<file path="config.mk">
export PLATFORM = sky130hd
export DESIGN_NAME = lut_frame_patcher
export DESIGN_NICKNAME = d
export VERILOG_FILES = /design/src/rtl/lfp_pkg.sv /design/src/rtl/lfp_lut_encoder.sv /design/src/rtl/lfp_locator.sv /design/src/rtl/lut_frame_patcher.sv
export SDC_FILE = /design/constraint.sdc
export NUM_CORES = 1
export LEC_CHECK = 0
export ABC_AREA = 1
export ABC_CLOCK_PERIOD_IN_PS = 3600
export BUFFER_PORTS_ARGS = -buffer_cell sky130_fd_sc_hd__buf_2
export CAP_MARGIN = 10
export CORE_MARGIN = 2
export CORE_UTILIZATION = 35
export DETAILED_ROUTE_END_ITERATION = 7
export GPL_ROUTABILITY_DRIVEN = 0
export PLACE_DENSITY = 0.58
export RECOVER_POWER = 100
export SYNTH_ARGS = -nofsm -noshare
export SYNTH_HDL_FRONTEND = slang
export SYNTH_SLANG_ARGS = --single-unit
</file>
<file path="constraint.sdc">
create_clock -name clk_i -period 3.6 [get_ports clk_i]
set_input_delay 0 -clock clk_i [delete_from_list [all_inputs] [get_ports clk_i]]
set_output_delay 0 -clock clk_i [all_outputs]
set_load 0.05 [all_outputs]
</file>
<file path="src/rtl/lfp_pkg.sv">
package lfp_pkg;
  localparam int unsigned IOB_BYTES      = 12;
  localparam int unsigned SLICE_BYTES    = 5;
  localparam int unsigned F_SKIP         = 3;
  localparam int unsigned FRAMES_PER_COL = 22;
  localparam int unsigned LUT_BITS       = 16;
endpackage

</file>
<file path="src/rtl/lfp_lut_encoder.sv">
module lfp_lut_encoder
  import lfp_pkg::*;
(
  input  logic [LUT_BITS-1:0] truth_i,
  input  logic                sel_f_i,
  output logic [LUT_BITS-1:0] img_o
);
  logic [LUT_BITS-1:0] inv;
  logic [LUT_BITS-1:0] rev;

  assign inv = ~truth_i;

  for (genvar b = 0; b < LUT_BITS; b++) begin : g_rev
    assign rev[b] = inv[LUT_BITS-1-b];
  end

  assign img_o = sel_f_i ? rev : inv;
endmodule

</file>
<file path="src/rtl/lfp_locator.sv">
module lfp_locator
  import lfp_pkg::*;
#(
  parameter int unsigned FLEN_W = 10,
  parameter int unsigned FRM_W  = 12,
  parameter int unsigned ROW_W  = 7,
  parameter int unsigned COL_W  = 6
) (
  input  logic              clk_i,
  input  logic              rst_ni,
  input  logic              start_i,
  input  logic              beat_i,
  input  logic [FLEN_W-1:0] frame_len_i,
  input  logic [COL_W-1:0]  col_i,
  input  logic              odd_i,
  input  logic [ROW_W-1:0]  row_i,
  input  logic              sel_f_i,
  output logic              hit_hi_o,
  output logic              hit_lo_o
);
  logic [FLEN_W-1:0] byte_cnt;
  logic [FRM_W-1:0]  frame_cnt;
  logic [FLEN_W-1:0] off_hi;
  logic [FLEN_W-1:0] off_lo;
  logic [FRM_W-1:0]  tgt_frame;
  logic              frame_end;
  logic              in_frame;

  assign off_hi    = FLEN_W'(IOB_BYTES + SLICE_BYTES * int'(row_i) + (sel_f_i ? F_SKIP : 0));
  assign off_lo    = off_hi + FLEN_W'(1);
  assign tgt_frame = FRM_W'(FRAMES_PER_COL * int'(col_i) + 1 + int'(odd_i));
  assign frame_end = byte_cnt == frame_len_i - FLEN_W'(1);
  assign in_frame  = frame_cnt == tgt_frame;
  assign hit_hi_o  = in_frame && byte_cnt == off_hi;
  assign hit_lo_o  = in_frame && byte_cnt == off_lo;

  always_ff @(posedge clk_i or negedge rst_ni) begin
    if (!rst_ni) begin
      byte_cnt  <= '0;
      frame_cnt <= '0;
    end else if (start_i) begin
      byte_cnt  <= '0;
      frame_cnt <= '0;
    end else if (beat_i) begin
      if (frame_end) begin
        byte_cnt  <= '0;
        frame_cnt <= frame_cnt + FRM_W'(1);
      end else begin
        byte_cnt  <= byte_cnt + FLEN_W'(1);
      end
    end
  end

  p_frame_step_r7: assert property (@(posedge clk_i) disable iff (!rst_ni)
    beat_i && !start_i && frame_end |=>
      byte_cnt == '0 && frame_cnt == FRM_W'($past(frame_cnt) + 1'b1));

  p_stall_hold_r8: assert property (@(posedge clk_i) disable iff (!rst_ni)
    !beat_i && !start_i |=> $stable(byte_cnt) && $stable(frame_cnt));

  p_hit_excl_r2: assert property (@(posedge clk_i) disable iff (!rst_ni)
    !(hit_hi_o && hit_lo_o));
endmodule

</file>
<file path="src/rtl/lut_frame_patcher.sv">
module lut_frame_patcher
  import lfp_pkg::*;
#(
  parameter int unsigned FLEN_W = 10,
  parameter int unsigned FRM_W  = 12,
  parameter int unsigned ROW_W  = 7,
  parameter int unsigned COL_W  = 6
) (
  input  logic                clk_i,
  input  logic                rst_ni,
  input  logic                start_i,
  input  logic [FLEN_W-1:0]   frame_len_i,
  input  logic [COL_W-1:0]    col_i,
  input  logic                odd_i,
  input  logic [ROW_W-1:0]    row_i,
  input  logic                sel_f_i,
  input  logic [LUT_BITS-1:0] truth_i,
  input  logic                in_valid_i,
  output logic                in_ready_o,
  input  logic [7:0]          in_data_i,
  input  logic                in_last_i,
  output logic                out_valid_o,
  input  logic                out_ready_i,
  output logic [7:0]          out_data_o,
  output logic                done_o,
  output logic                err_o
);
  logic                beat;
  logic                hit_hi;
  logic                hit_lo;
  logic [LUT_BITS-1:0] img;

  assign beat        = in_valid_i && out_ready_i;
  assign in_ready_o  = out_ready_i;
  assign out_valid_o = in_valid_i;

  lfp_lut_encoder u_enc (
    .truth_i (truth_i),
    .sel_f_i (sel_f_i),
    .img_o   (img)
  );

  lfp_locator #(
    .FLEN_W (FLEN_W),
    .FRM_W  (FRM_W),
    .ROW_W  (ROW_W),
    .COL_W  (COL_W)
  ) u_loc (
    .clk_i       (clk_i),
    .rst_ni      (rst_ni),
    .start_i     (start_i),
    .beat_i      (beat),
    .frame_len_i (frame_len_i),
    .col_i       (col_i),
    .odd_i       (odd_i),
    .row_i       (row_i),
    .sel_f_i     (sel_f_i),
    .hit_hi_o    (hit_hi),
    .hit_lo_o    (hit_lo)
  );

  always_comb begin
    out_data_o = in_data_i;
    if (hit_hi)      out_data_o = img[15:8];
    else if (hit_lo) out_data_o = img[7:0];
  end

  always_ff @(posedge clk_i or negedge rst_ni) begin
    if (!rst_ni) begin
      done_o <= 1'b0;
      err_o  <= 1'b0;
    end else if (start_i) begin
      done_o <= 1'b0;
      err_o  <= 1'b0;
    end else if (beat && !done_o && !err_o) begin
      if (hit_lo)         done_o <= 1'b1;
      else if (in_last_i) err_o  <= 1'b1;
    end
  end

  p_done_hold_r9: assert property (@(posedge clk_i) disable iff (!rst_ni)
    done_o && !start_i |=> done_o);

  p_flags_excl_r10: assert property (@(posedge clk_i) disable iff (!rst_ni)
    !(done_o && err_o));

  p_start_clear_r11: assert property (@(posedge clk_i) disable iff (!rst_ni)
    start_i |=> !done_o && !err_o);
endmodule

</file>
==> impl_metrics.json, run 1 <==
{
  "status": "completed",
  "combPwrFrac": 0.525,
  "ios": 67,
  "cts_tree": "yes",
  "drt-initial-drc-count": 223,
  "synth_area_per_cell_um2": 5.88,
  "power_leakage_nw": 2.55,
  "grt_overflow_total": 0,
  "ctsLongestPathBuffers": 2,
  "drt-met1-wl_um": 4640,
  "layout_commonest_cell": "nand2_1",
  "synth_cells": 686,
  "required_ns": 3.60,
  "switching_share": 0.426,
  "finalSetupViolCount": 0,
  "setup_tns_ns": 0,
  "initial_utilization": 0.356,
  "synth_top_area_share": 0.233,
  "powerDensity_mw_per_mm2": 281,
  "cp.arrival_ns": 3.24,
  "io_buffers": 66,
  "cap_violations": 0,
  "timing.final.ws_setup_ns": 0.365,
  "synth_fp_nets": 786,
  "fp.dieArea_mm2": 0.0124,
  "ys_types": 32,
  "rows": 39,
  "final_cell_mix": "251 x nand2_1, 91 x inv_1, 76 x nand3_1, 59 x nor2_1, 53 x buf_2",
  "via_per_inst": 4.82,
  "clk-insertion-delay-late_ns": 0.26,
  "synthFlopType": "dfrtp_1",
  "min_path_type": "in2reg",
  "worst_pin_slew_ns": 1.28,
  "criticalPathCategory": "in2out",
  "grt_pass1_wl_um": 17000,
  "die_w_um": 111,
  "wl_met3_um": 173,
  "top_layer": "met4",
  "die_y_um": 111,
  "routedWlPerCell_um": 10.9,
  "first_pass_iters": 4,
  "fin_skew_ns": 0.00664,
  "instances_no_fill": 893,
  "fin_crit_ns": 3.24,
  "grt_usage": 0.156,
  "pwr-share-clk": 0.243,
  "num_antenna_cells": 0,
  "hpwl_um": 8230,
  "final_core_util": 0.409,
  "finalHoldViolations": 0,
  "seqPwrFrac": 0.231,
  "clkSinkCount": 24,
  "vias": 4302,
  "slew-limit-headroom": 0.144,
  "rsz0062_at_grt": "no",
  "synth_edf_count": 0,
  "period_share": 0.899,
  "synth_top_area_cell": "nand2_1",
  "grt_max_degree": 33,
  "antenna_left": 0,
  "synthArstFlopShare": 1.00,
  "dp.cells": 886,
  "endpoint_kind": "output pin",
  "cts.clk_slew.worst_paths_ns": 0.06,
  "ys_seq_elements": 24,
  "cp_max_fo": 9,
  "area_growth_pct": 14.9,
  "whs_ns": 0.130,
  "yosysSeqAreaShare": 0.149,
  "start_kind": "primary input",
  "grt_pass1_vias": 4083,
  "core_mm2": 0.0113,
  "ctsHtreeMaxLevel": 1,
  "clock_tree.root_cell": "clkbuf_16",
  "ys_warn_count": 0,
  "net-switching-power_mw": 0.554,
  "cts-buffers-inserted": 3,
  "pre_cts_slack_ns": 0.312,
  "postRouteWirelength_um": 9760,
  "synth_top_cells_by_area": "nand2_1 23%, dfrtp_1 15%, ha_1 12%",
  "drive_gt1_frac": 0.120,
  "peakVddDrop_v": 0.000159,
  "max_freq_mhz": 309,
  "drc": 0,
  "final-max-slew-violation-count": 0,
  "dr_wl_met2_um": 4830,
  "antenna_found_initial": 0,
  "p_int_mw": 0.747,
  "nets": 851,
  "synthesis.area_mm2": 0.00403
}
## power groups by stage
| stage | Sequential [mW] | Clock, mW | Combinational (mW) |
|---|---|---|---|
| 2_1_floorplan | 0.298 | 0 | 0.541 |
| 3_3_place_gp | 0.305 | 0 | 0.673 |
| 6_report | 0.301 | 0.317 | 0.684 |
| 5_1_grt | 0.303 | 0.334 | 0.800 |
| 4_1_cts | 0.300 | 0.320 | 0.688 |
| 3_5_place_dp | 0.305 | 0 | 0.684 |
## logic make-up after synthesis
family                     Yosys count  synth area share
and+or+nand+nor                    442             0.480
adders and majority gates           45             0.149
xor gates and xnor gates            33            0.0717
AOI/OAI and AO/OA                   38            0.0478
DFF                                 24             0.149
buffers and inverters              104             0.103
## worst max-delay path, stage by stage
cell and delay, ns:
buf_2 0.12, ha_1 0.31, fa_1 0.46, ha_1 0.44, inv_2 0.04, nand2_1 0.07
nand2_2 0.07, nor2_2 0.17, nand3_2 0.13, nor2_2 0.11, nand2_1 0.08, nand2_1 0.07
nand2_1 0.05, nand2_1 0.06, nand3_2 0.09, nor3_4 0.24, buf_12 0.15, nand2_4 0.09
clkinv_4 0.08, nand2_1 0.05, nand2_1 0.08, clkbuf_2 0.27
## metrics by stage
step	total power, mW	instance area, um^2
global placement	0.978	4500
detailed placement	0.990	4500
floorplan	0.840	4030
CTS	1.31	4620
global route	1.44	4630
finish	1.30	4630
## area by class of cell
class                   instances  area (um^2)
multi-input cells             558         3020
repair buffers                 71          379
clock inverters                 1         30.0
inverters                      93          354
clock buffers                   3         75.1
well taps                     143          179
flip-flops and latches         24          601
fillers                      1212         6690
## sequential cells by signal, indices dropped and copies added (netlist names)
signal / count
u_loc.byte_cnt: 10
done_o: 1
u_loc.frame_cnt: 12
err_o: 1
## per-layer routing
| metal | GRT usage | up-vias |
|---|---|---|
| met1 | 0.200 | 1936 |
| li1 | - | 2318 |
| met4 | 0.0280 | 0 |
| met5 | 0 | - |
| met2 | 0.295 | 44 |
| met3 | 0.00599 | 4 |
## Yosys cell counts (all sizes together) (5+ instances only)
| cell | n |
|---|---|
| o21ai | 19 |
| nor3 | 12 |
| nand2 | 257 |
| a21oi | 18 |
| dfrtp | 24 |
| ha | 40 |
| nand4 | 16 |
| xor2 | 25 |
| nand3 | 82 |
| nor2 | 65 |
| fa | 5 |
| inv | 92 |
| clkbuf | 6 |
| xnor2 | 8 |
| nor4 | 5 |
## worst paths after layout
| kind | slack, ns | end | from | cells after the start |
|---|---|---|---|---|
| worst max-delay path | 0.36 | out_data_o[3] | col_i[1] | 22 |
| worst min-delay path | 0.13 | done_o | out_ready_i | 5 |
| worst max register to register | 1.04 | u_loc.frame_cnt[6] | u_loc.byte_cnt[1] | 8 |
| worst min register to register | 0.51 | err_o | err_o | 2 |
| max in group asynchronous | 2.29 | u_loc.byte_cnt[2] | rst_ni | 2 |
| min in group asynchronous | 0.55 | u_loc.frame_cnt[1] | rst_ni | 2 |
## repair_timing
action,in CTS,in global routing
hold endpoints to repair,25,0
setup buffers,0,1
hold buffers,2,0
gates resized for setup,0,0
endpoints found under the setup margin,0,8
(Power assumes the default switching activity.)
==> run 2, diff against run 1 <==
--- a/config.mk
+++ b/config.mk
@@ -6,13 +6,14 @@
 export NUM_CORES = 1
 export LEC_CHECK = 0
 export ABC_AREA = 1
-export ABC_CLOCK_PERIOD_IN_PS = 3600
+export ABC_CLOCK_PERIOD_IN_PS = 3500
 export BUFFER_PORTS_ARGS = -buffer_cell sky130_fd_sc_hd__buf_2
 export CAP_MARGIN = 10
 export CORE_MARGIN = 2
 export CORE_UTILIZATION = 35
 export DETAILED_ROUTE_END_ITERATION = 7
 export GPL_ROUTABILITY_DRIVEN = 0
+export GPL_TIMING_DRIVEN = 1
 export PLACE_DENSITY = 0.58
 export RECOVER_POWER = 100
 export SYNTH_ARGS = -nofsm -noshare
==> constraint.sdc (replaced) <==
create_clock -name clk_i -period 3.5 [get_ports clk_i]
set_input_delay 0 -clock clk_i [delete_from_list [all_inputs] [get_ports clk_i]]
set_output_delay 0 -clock clk_i [all_outputs]
set_load 0.05 [all_outputs]
==> impl_metrics.json, run 2 (synthesized netlist as in run 1, its figures left out) <==
{
  "nFillCells": 1230,
  "cts.clk_slew.worst_paths_ns": 0.06,
  "vias": 4343,
  "top_register": "u_loc.frame_cnt",
  "ff2ff_setup_slack_ns": 0.93,
  "multi_input_area_mm2": 0.00302,
  "area_growth_pct": 14.4,
  "grt_overflow_total": 0,
  "core_mm2": 0.0113,
  "clock_tree.root_cell": "clkbuf_16",
  "met3_usage": 0.00708,
  "fp.dieArea_mm2": 0.0124,
  "layout_commonest_cell": "nand2_1",
  "cts-buffers-inserted": 3,
  "grt_usage": 0.162,
  "die_y_um": 111,
  "fin_skew_ns": 0.00233,
  "peakVddDrop_v": 0.000168,
  "max_freq_mhz": 315,
  "clkSinkCount": 24,
  "clk-insertion-delay-late_ns": 0.26,
  "postRouteWirelength_um": 9880,
  "grt_pass1_vias": 4228,
  "first_pass_iters": 4,
  "setup_tns_ns": 0,
  "die_w_um": 111,
  "endpoint_kind": "output pin",
  "ctsLongestPathBuffers": 2,
  "drive_gt1_frac": 0.121,
  "grt_pass1_wl_um": 17600,
  "final_core_util": 0.407,
  "min_path_type": "in2reg",
  "io_buffers": 66,
  "drc": 0,
  "cap_violations": 0,
  "cts_tree": "yes",
  "period_share": 0.906,
  "busiest_layer": "met2",
  "top_regs": "u_loc.frame_cnt x12, u_loc.byte_cnt x10",
  "ios": 67,
  "place_area_mm2": 0.00450,
  "hold_path_depth": 5,
  "finalSetupViolCount": 0,
  "nets": 851,
  "criticalPathCategory": "in2out",
  "num_antenna_cells": 0,
  "final-max-slew-violation-count": 0,
  "rows": 39,
  "worst_pin_slew_ns": 1.31,
  "final_cell_mix": "251 x nand2_1, 91 x inv_1, 76 x nand3_1, 59 x nor2_1, 55 x buf_2",
  "fin_crit_ns": 3.17,
  "powerDensity_mw_per_mm2": 279,
  "status": "completed",
  "grt_max_degree": 33,
  "gr-usage-met2": 0.309,
  "slew-limit-headroom": 0.126,
  "start_kind": "primary input",
  "routedWlPerCell_um": 11.1,
  "use_met1": 0.202,
  "ctsHtreeMaxLevel": 1,
  "regArea_um2": 601,
  "largest_reg_flops": 12,
  "antenna_left": 0,
  "antenna_found_initial": 0,
  "fin_area_mm2": 0.00461,
  "power_leakage_nw": 2.54,
  "initial_utilization": 0.356,
  "finalHoldViolations": 0,
  "cp_max_fo": 9,
  "drt-initial-drc-count": 213,
  "whs_ns": 0.130,
  "hpwl_um": 8350,
  "ff2ff_path_depth": 8,
  "cp.arrival_ns": 3.17,
  "via_per_inst": 4.86,
  "required_ns": 3.50
}
-- run 2: cell types whose count changed in the layout (fill, tap and decap cells not counted) --
cell,delta
clkbuf_8,+1
buf_4,+1
o21ai_0,-1
o21ai_1,+1
a21oi_2,+1
buf_12,-1
clkbuf_4,+1
ha_2,+1
buf_2,+2
a21oi_1,-1
ha_1,-1
clkbuf_1,+1
bufinv_16,-1
clkbuf_2,-4
-- run 2: final timing paths --
kind,startpoint,end
worst max-delay path,col_i[1],out_data_o[7]
worst min-delay path,out_ready_i,done_o
worst max register to register,u_loc.byte_cnt[1],u_loc.frame_cnt[6]
worst min register to register,err_o,err_o
max in group asynchronous,rst_ni,u_loc.byte_cnt[5]
min in group asynchronous,rst_ni,u_loc.frame_cnt[1]
-- run 2: final cells by class --
cell class | count | share of cell area
clock buffer | 4 | 0.0193
inverter | 93 | 0.0768
multi-input combinational | 558 | 0.655
sequential | 24 | 0.130
tap | 143 | 0.0388
timing repair buffer | 71 | 0.0797
-- run 2: power by group --
part / total (mW) / switching [mW] / leakage [nW] / internal, mW
logic: 0.706 / 0.451 / 2.16 / 0.255
registers: 0.309 / 0.0202 / 0.331 / 0.289
clock network: 0.273 / 0.0983 / 0.0442 / 0.175
total: 1.29 / 0.569 / 2.54 / 0.719
-- run 2: worst max-delay path, cell delays in order --
cell and delay [ns]:
clkbuf_2 0.12, ha_1 0.31, fa_1 0.46, ha_1 0.43
inv_2 0.04, nand2_1 0.07, nand2_2 0.07, nor2_2 0.16
nand3_1 0.13, nor2_2 0.14, nand3_1 0.09, nand3_1 0.10
nand3_2 0.11, nor3_4 0.18, buf_4 0.19, nand2_4 0.10
clkinv_4 0.08, nand2_1 0.05, nand2_1 0.07, clkbuf_2 0.27
-- run 2: metal layers --
metal	up-vias	routed length, um
met5	-	0
met4	0	97
met3	8	212
met2	56	5040
met1	1969	4530
li1	2310	-
-- run 2: timing repair --
item / CTS / global route
buffers inserted: 0 / 1
endpoints found under the setup margin: 0 / 8
hold buffers: 2 / 0
gates resized for setup: 0 / 3
endpoints found under the hold margin: 25 / 0
-- run 2: stage by stage --
step	cells	worst slack (ns)	power [mW]
floorplan	686	0.590	0.864
global placement	886	0.309	1.01
detailed placement	886	0.224	1.02
CTS	892	0.219	1.30
global route	893	-0.00131	1.43
finish	893	0.329	1.29
==> run 3, diff against run 2 <==
--- a/config.mk
+++ b/config.mk
@@ -11,6 +11,7 @@
 export CAP_MARGIN = 10
 export CORE_MARGIN = 2
 export CORE_UTILIZATION = 35
+export CTS_BUF_LIST = sky130_fd_sc_hd__clkbuf_16
 export DETAILED_ROUTE_END_ITERATION = 7
 export GPL_ROUTABILITY_DRIVEN = 0
 export GPL_TIMING_DRIVEN = 1
==> impl_metrics.json, run 3 (synthesized netlist as in run 1, its figures left out) <==
{
  "status": "completed",
  "slew-limit-headroom": 0.144,
  "drive_gt1_frac": 0.120,
  "criticalPathCategory": "in2out",
  "fin_skew_ns": 0.00562,
  "largest_reg_flops": 12,
  "first_pass_iters": 4,
  "peakVddDrop_v": 0.000170,
  "drt-initial-drc-count": 238,
  "ctsLongestPathBuffers": 2,
  "power_mw": 1.26,
  "powerDensity_mw_per_mm2": 274,
  "whs_ns": 0.133,
  "ctsHtreeMaxLevel": 1,
  "rows": 39,
  "cap_violations": 0,
  "cp_max_fo": 9,
  "grt_pass1_wl_um": 17500,
  "hpwl_um": 8350,
  "vias": 4336,
  "finalHoldViolations": 0,
  "routedWlPerCell_um": 11.0,
  "cts-buffers-inserted": 3,
  "finalSetupViolCount": 0,
  "endpoint_kind": "output pin",
  "max_stage_delay_ns": 0.46,
  "place_area_mm2": 0.00450,
  "io_buffers": 66,
  "core_mm2": 0.0113,
  "worst_pin_slew_ns": 1.28,
  "antenna_found_initial": 0,
  "fin_crit_ns": 3.17,
  "final_cell_mix": "251 x nand2_1, 91 x inv_1, 76 x nand3_1, 59 x nor2_1, 55 x buf_2",
  "clk-insertion-delay-late_ns": 0.26,
  "pre_cts_slack_ns": 0.224,
  "grt_pass1_vias": 4222,
  "top_register": "u_loc.frame_cnt",
  "period_share": 0.906,
  "ios": 67,
  "die_y_um": 111,
  "cts_tree": "yes",
  "hold_path_depth": 5,
  "min_path_type": "in2reg",
  "area_growth_pct": 14.1,
  "cp.arrival_ns": 3.17,
  "start_kind": "primary input",
  "final_core_util": 0.407,
  "antenna_left": 0,
  "initial_utilization": 0.356,
  "num_antenna_cells": 0,
  "grt_overflow_total": 0,
  "power_leakage_nw": 2.53,
  "cts.clk_slew.worst_paths_ns": 0.06,
  "grt_usage": 0.161,
  "via_per_inst": 4.86,
  "clock_tree.root_cell": "clkbuf_16",
  "die_w_um": 111,
  "ff2ff_path_depth": 8,
  "regArea_um2": 601,
  "path_cells": "clkbuf_2 > ha_1 > fa_1 > ha_1 > inv_2 > nand2_1 > nand2_2 > nor2_2 > nand3_1 > nor2_2 > nand3_1 > nand3_1 > nand3_2 > nor3_4 > buf_4 > nand2_4 > clkinv_4 > nand2_1 > nand2_1 > clkbuf_2",
  "final-max-slew-violation-count": 0,
  "fin_area_mm2": 0.00460,
  "crit_slowest_cell": "fa_1",
  "nFillCells": 1231,
  "drc": 0,
  "nets": 851,
  "timing.final.ws_setup_ns": 0.329,
  "max_freq_mhz": 315,
  "layout_commonest_cell": "nand2_1",
  "fp.dieArea_mm2": 0.0124,
  "top_regs": "u_loc.frame_cnt x12, u_loc.byte_cnt x10",
  "postRouteWirelength_um": 9810,
  "required_ns": 3.50,
  "grt_max_degree": 33,
  "clkSinkCount": 24,
  "multi_input_area_mm2": 0.00302
}
[run 3: cell count changes in the layout (fill, tap and decap cells not counted), sizes merged]
cell | before | now
clkbuf | 15 | 14
clkinv | 1 | 2
[run 3: path summary, 6_finish.rpt]
path	startpoint	to	slack [ns]
max	col_i[1]	out_data_o[7]	0.33
min	out_ready_i	done_o	0.13
max reg2reg	u_loc.byte_cnt[1]	u_loc.frame_cnt[6]	0.97
min reg2reg	err_o	err_o	0.50
max in group asynchronous	rst_ni	u_loc.byte_cnt[0]	2.20
min in group asynchronous	rst_ni	u_loc.frame_cnt[1]	0.55
[run 3: layout make-up]
| type | count | share of cell area |
|---|---|---|
| repair buffers | 71 | 0.0799 |
| clock inverters | 1 | 0.000815 |
| inverters | 93 | 0.0769 |
| well taps | 143 | 0.0389 |
| clock buffers | 3 | 0.0163 |
| multi-input cells | 558 | 0.657 |
| flip-flops and latches | 24 | 0.130 |
[run 3: routing by layer]
metal	up-vias	routed length [um]	global-route usage
met5	-	0	0
met2	51	5000	0.308
met1	1967	4520	0.202
met3	9	194	0.00708
met4	0	99	0.0329
li1	2309	-	-
[run 3: where the power goes]
group	internal (mW)	leakage (nW)	switching, mW
combinational	0.255	2.16	0.450
sequential	0.289	0.331	0.0202
clock	0.153	0.0385	0.0963
total	0.696	2.53	0.567
[run 3: worst max-delay path: cells and delay by family]
kind,cells,cell delay (ns)
adders and majority gates,3,1.20
buffers and inverters,5,0.70
and+or+nand+nor,12,1.27
[run 3: through the flow]
stage	std cells	setup TNS [ns]
2_1_floorplan	686	0
3_3_place_gp	886	0
3_5_place_dp	886	0
4_1_cts	892	0
5_1_grt	893	-0.00211
6_report	893	0
[run 3: timing repair]
| item | CTS | global route |
|---|---|---|
| endpoints found under the setup margin | 0 | 8 |
| hold buffers | 2 | 0 |
| buffers inserted | 0 | 1 |
| gates resized for setup | 0 | 3 |
| endpoints found under the hold margin | 25 | 0 |
